**src/rtl/dwb_pkg.sv**
```systemverilog
`timescale 1ns/1ps
package dwb_pkg;
  typedef enum logic {
    P2_SRC_R2 = 1'b0,
    P2_SRC_R3 = 1'b1
  } p2_src_e;
  localparam int unsigned NUM_RD_PORTS = 2;
endpackage

```
**src/rtl/dwb_wb_ctrl.sv**
```systemverilog
`timescale 1ns/1ps
module dwb_wb_ctrl #(
  parameter int unsigned AW = 5,
  parameter int unsigned DW = 32
) (
  input  logic          clk_i,
  input  logic          rst_ni,
  input  logic          cap_i,
  input  logic [DW-1:0] cap_data_i,
  input  logic [AW-1:0] cap_addr_i,
  input  logic          fetch0_i,
  output logic          wr_en_o,
  output logic [AW-1:0] wr_addr_o,
  output logic [DW-1:0] wr_data_o
);
  logic          pend_q;
  logic [AW-1:0] dst_q;
  logic [DW-1:0] res_q;

  assign wr_en_o   = pend_q & fetch0_i;
  assign wr_addr_o = dst_q;
  assign wr_data_o = res_q;

  always_ff @(posedge clk_i or negedge rst_ni) begin
    if (!rst_ni) begin
      pend_q <= 1'b0;
      dst_q  <= '0;
      res_q  <= '0;
    end else if (cap_i) begin
      pend_q <= 1'b1;
      dst_q  <= cap_addr_i;
      res_q  <= cap_data_i;
    end else if (wr_en_o) begin
      // write commits at end of fetch0; flag clear entering fetch1
      pend_q <= 1'b0;
    end
  end
endmodule

```
**src/rtl/dwb_reg_array.sv**
```systemverilog
`timescale 1ns/1ps
module dwb_reg_array #(
  parameter int unsigned NREG = 32,
  parameter int unsigned AW   = 5,
  parameter int unsigned DW   = 32
) (
  input  logic                     clk_i,
  input  logic                     rst_ni,
  input  logic                     we_i,
  input  logic [AW-1:0]            waddr_i,
  input  logic [DW-1:0]            wdata_i,
  output logic [NREG-1:0][DW-1:0]  mem_o
);
  for (genvar g = 0; g < NREG; g++) begin : g_reg
    always_ff @(posedge clk_i or negedge rst_ni) begin
      if (!rst_ni)                                   mem_o[g] <= '0;
      else if (we_i && waddr_i == AW'(g))            mem_o[g] <= wdata_i;
    end
  end
endmodule

```
**src/rtl/dwb_read_port.sv**
```systemverilog
`timescale 1ns/1ps
module dwb_read_port #(
  parameter int unsigned NREG = 32,
  parameter int unsigned AW   = 5,
  parameter int unsigned DW   = 32
) (
  input  logic                    en_i,
  input  logic [AW-1:0]           addr_i,
  input  logic [NREG-1:0][DW-1:0] mem_i,
  input  logic                    byp_en_i,
  input  logic [AW-1:0]           byp_addr_i,
  input  logic [DW-1:0]           byp_data_i,
  output logic [DW-1:0]           data_o
);
  always_comb begin
    if (!en_i)                                  data_o = '0;
    else if (byp_en_i && addr_i == byp_addr_i)  data_o = byp_data_i;
    else                                        data_o = mem_i[addr_i];
  end
endmodule

```
**src/rtl/dwb_regfile.sv**
```systemverilog
`timescale 1ns/1ps
module dwb_regfile #(
  parameter int unsigned NREG = 32,
  parameter int unsigned DW   = 32,
  localparam int unsigned AW  = $clog2(NREG)
) (
  input  logic          clk_i,
  input  logic          rst_ni,
  input  logic [AW-1:0] instr_r1_i,
  input  logic [AW-1:0] instr_r2_i,
  input  logic [AW-1:0] instr_r3_i,
  input  logic          port1_en_i,
  input  logic          port2_en_i,
  input  logic          port2_sel_r3_i,
  input  logic          res_latch_en_i,
  input  logic [DW-1:0] res_data_i,
  input  logic          fetch0_i,
  output logic [DW-1:0] op1_o,
  output logic [DW-1:0] op2_o,
  output logic          wr_en_o,
  output logic [AW-1:0] wr_addr_o,
  output logic [DW-1:0] wr_data_o
);
  import dwb_pkg::*;

  logic [NREG-1:0][DW-1:0] mem;
  logic [NUM_RD_PORTS-1:0][AW-1:0] rd_addr;
  logic [NUM_RD_PORTS-1:0]         rd_en;
  logic [NUM_RD_PORTS-1:0][DW-1:0] rd_data;
  p2_src_e p2_src;

  assign p2_src     = p2_src_e'(port2_sel_r3_i);
  assign rd_addr[0] = instr_r1_i;
  assign rd_addr[1] = (p2_src == P2_SRC_R3) ? instr_r3_i : instr_r2_i;
  assign rd_en[0]   = port1_en_i;
  assign rd_en[1]   = port2_en_i;

  dwb_wb_ctrl #(.AW(AW), .DW(DW)) u_wb (
    .clk_i      (clk_i),
    .rst_ni     (rst_ni),
    .cap_i      (res_latch_en_i),
    .cap_data_i (res_data_i),
    .cap_addr_i (instr_r3_i),
    .fetch0_i   (fetch0_i),
    .wr_en_o    (wr_en_o),
    .wr_addr_o  (wr_addr_o),
    .wr_data_o  (wr_data_o)
  );

  dwb_reg_array #(.NREG(NREG), .AW(AW), .DW(DW)) u_arr (
    .clk_i   (clk_i),
    .rst_ni  (rst_ni),
    .we_i    (wr_en_o),
    .waddr_i (wr_addr_o),
    .wdata_i (wr_data_o),
    .mem_o   (mem)
  );

  for (genvar p = 0; p < NUM_RD_PORTS; p++) begin : g_rd
    dwb_read_port #(.NREG(NREG), .AW(AW), .DW(DW)) u_rd (
      .en_i       (rd_en[p]),
      .addr_i     (rd_addr[p]),
      .mem_i      (mem),
      .byp_en_i   (wr_en_o),
      .byp_addr_i (wr_addr_o),
      .byp_data_i (wr_data_o),
      .data_o     (rd_data[p])
    );
  end

  assign op1_o = rd_data[0];
  assign op2_o = rd_data[1];
endmodule

```
**config.mk**
```make
export PLATFORM = sky130hd
export DESIGN_NAME = dwb_regfile
export DESIGN_NICKNAME = d
export VERILOG_FILES = /design/src/rtl/dwb_pkg.sv /design/src/rtl/dwb_wb_ctrl.sv /design/src/rtl/dwb_reg_array.sv /design/src/rtl/dwb_read_port.sv /design/src/rtl/dwb_regfile.sv
export SDC_FILE = /design/constraint.sdc
export NUM_CORES = 2
export LEC_CHECK = 0
export ABC_CLOCK_PERIOD_IN_PS = 3200
export CAP_MARGIN = 10
export CORE_ASPECT_RATIO = 1.25
export CORE_MARGIN = 2
export CORE_UTILIZATION = 35
export CTS_CLUSTER_SIZE = 10
export DETAILED_ROUTE_END_ITERATION = 8
export SLEW_MARGIN = 20
export SYNTH_ARGS = -nofsm -noshare
export SYNTH_HDL_FRONTEND = slang
export SYNTH_HIERARCHICAL = 1
export SYNTH_SLANG_ARGS = --single-unit
```
**constraint.sdc**
```tcl
create_clock -name clk_i -period 3.2 [get_ports clk_i]
set_input_delay 0.64 -clock clk_i [delete_from_list [all_inputs] [get_ports clk_i]]
set_output_delay 0.64 -clock clk_i [all_outputs]
set_load 0.02 [all_outputs]
```
==> run metrics <==
status complete, but fails checks; failing checks negative setup slack; internal power 32.1 mW; worst skew pair latency 0.79 ns; Yosys top cell area share 44.9%; CP Launch Type primary input; CP cell instances buf_12, mux2_8, buf_12, buf_12, buf_16, mux2i_1, a221oi_2, buf_4, a21o_1, o311ai_4, a31oi_2, buf_6, buf_6; largest net degree at the start of global routing 125; Rel. slew slack 44.4%; TNS Setup -23.46 ns; Peak Freq 271 MHz; Critical Path Fanout Max 6; Post-Syn Instances 4256; Reg-to-Reg Start u_wb/wr_addr_o[2]$_DFFE_PN0P_; Port Buf Inserts 155; CP most frequent cell buf_12; Logic pwr share 27.5%; area of the core 168000 um^2; cell taking the most area after synthesis dfrtp_1; CTS clock-pin slew for the worst setup and hold paths 0.06 ns; maxcap violations 0; synthesis warning total 6; initial antenna violation count 5; die span in x 372 um; H-tree depth 4; Flop pwr share 42.9%; Tmin final 3.68 ns; cell with the most instances after synthesis dfrtp_1; Util after Layout 44.1%; total grt overflow 0; vias in the first global route 43.6k; Mapped Nets 4310; synthesized area 59200 um^2; Routed wire per std cell 31.7 um; row cnt 168; Setup Crit Path Kind primary input to output port; Clk network pwr share 29.6%; routed wire length 223000 um; Worst EP required 2.56 ns; HPWL after detailed placement 138000 um; Adder-Cell Fraction of Synth Area 0%; Area contributors post-synth dfrtp_1 45%, mux2_2 20%, mux4_2 9.4%, mux2i_1 7.8%, a221oi_1 2.6%; Place WS -1.41 ns; asr flop ratio synth 100%; Synth Area in Simple Gates 3.09%; commonest cells in the netlist 1062 x dfrtp_1, 1036 x mux2_2, 464 x mux2i_1; Initial Util 35.2%; Power, Total 46.3 mW; post-route setup slack -0.484 ns; Tightest Pin Transition 0.834 ns; CP endpoint kind output port; total track usage 25.3%; Post-Synth XOR/XNOR Area 0.148%; Critical path origin port2_sel_r3_i; FF+latch count, synth 1062; Synth cell types 69; Crit path arrival time 3.04 ns; Synth Flop Type dfrtp_1; drt drc 0; Tcrit/Tclk final 115%; Max Root-Sink Buffers 3; num ports 156; first-pass GRT wire length 318000 um; 1st-iter DRT viols 3853; Final nets 4818; largest family of logic cells by synthesized area multiplexers; Clock Sink Count 1062; max incr delay on CP 0.43 ns; post-synthesis compound-gate area fraction 7.30%; setup violators final 64; HP Start instr_r3_i[0]; slowest CP cell mux2_8; post-route antenna net violation count 0; Die Height 464 um; sequential area share after synthesis 44.9%; clock root buffer clkbuf_16; TritonRoute pass-1 iters 5; Max Transition Viols Final 0; CTS tree done; Sw Share 30.5%; Leak Pwr 33.2 nW; Vias/cell 6.11; via count 42.9k; maximum vdd ir drop 0.522 mV; number of synthesized flops with an enable pin 0; RSZ-0062 raised after global routing yes; Num CTS Buffers 130; RePlAce Congestion 0.850; placed insts 6722; final cell count without fillers 7023; layout overhead on the synthesized area 25.0%; Power Dens Cells 625 nW/um^2; Final Hold Fails 0; Hold WC Path Type primary input to flip-flop; Die ar. 172000 um^2; NetSw 14.1 mW; skew final 0.0290 ns; mux share of post-synthesis cell area 39.5%; average cell area after synthesis 13.9 um^2; share of post-route cells with drive strength above 1 51.8%
through the flow:
stage	hold WS, ns	area (um^2)
after CTS	0.200	73000
after global placement	0.454	66700
after floorplan	0.344	59300
after detailed placement	0.465	66700
after global routing	0.169	74000
final	0.194	74000
timing repair:
item | CTS | global route
setup endpoints to repair | 65 | 67
gates resized for setup | 586 | 145
hold buffers | 1 | 0
setup buffers | 78 | 38
cloned | 17 | 8
pin swaps | 100 | 62
endpoints found under the hold margin | 34 | 0
worst max-delay path, delay by kind of cell:
family / cells / cell delay [ns]
multiplexers: 2 / 0.55
AO/OA/AOI/OAI: 4 / 0.76
buffers and inverters: 7 / 1.06
layout make-up:
cell class,count,area (um^2)
inverters,11,47.5
multi-input cells,2737,31500
fillers,15000,93900
diodes,3,7.51
clock inverters,17,210
clock buffers,161,3520
flip-flops and latches,1062,26600
repair buffers,822,9410
well taps,2210,2770
per-layer routing:
metal  track usage (%)  wire, um  up-vias
li1                  -         -    17500
met1              34.0     92800    22900
met2              39.3    101000     1926
met3              5.88     17400      588
met4              10.5     11700        4
met5                 0        26        -
cells by family after synthesis:
| kind of cell | count (synthesis) |
|---|---|
| simple gates | 349 |
| flops | 1062 |
| compound gates | 557 |
| xor+xnor | 10 |
| mux | 1818 |
| buf+inv | 460 |
sequential cells by signal, summed over array words and instances, names as in the netlist:
name,count
u_arr/mem_o,1024
u_wb/wr_data_o,32
u_wb/pend_q,1
u_wb/wr_addr_o,5
worst paths after layout:
kind                                                  to  slack [ns]  cells after the start
min in group asynchronous   u_arr/mem_o[732]$_DFFE_PN0P_        0.37                      2
max                                             op2_o[4]       -0.48                     13
min                        u_wb/wr_addr_o[0]$_DFFE_PN0P_        0.19                      2
max reg2reg                 u_arr/mem_o[778]$_DFFE_PN0P_        0.73                      8
min reg2reg                      u_wb/pend_q$_DFFE_PN0P_        0.48                      1
max in group asynchronous  u_wb/wr_addr_o[3]$_DFFE_PN0P_        1.63                      3
power groups by stage:
stage          clock [mW]  sequential [mW]  combinational [mW]
2_1_floorplan           0             19.0                8.46
3_3_place_gp            0             19.7                11.4
3_5_place_dp            0             19.9                11.7
4_1_cts              13.9             19.7                12.4
5_1_grt              14.5             20.3                13.5
6_report             13.7             19.8                12.7
placed cells by master (no fill, tap or decap), drive strengths merged, types with 25 or more instances in the layout:
| cell type | instances |
|---|---|
| a221o | 34 |
| a21oi | 28 |
| o21ai | 110 |
| nor2 | 67 |
| clkdlybuf4s50 | 71 |
| nand4 | 25 |
| and3 | 32 |
| a31oi | 46 |
| buf | 733 |
| a21o | 39 |
| o311ai | 28 |
| a221oi | 188 |
| dfrtp | 1062 |
| nand2b | 34 |
| nand2 | 95 |
| nand3 | 36 |
| mux2i | 464 |
| mux2 | 1069 |
| mux4 | 288 |
| clkbuf | 172 |
Power figures use the tool's default switching activity.
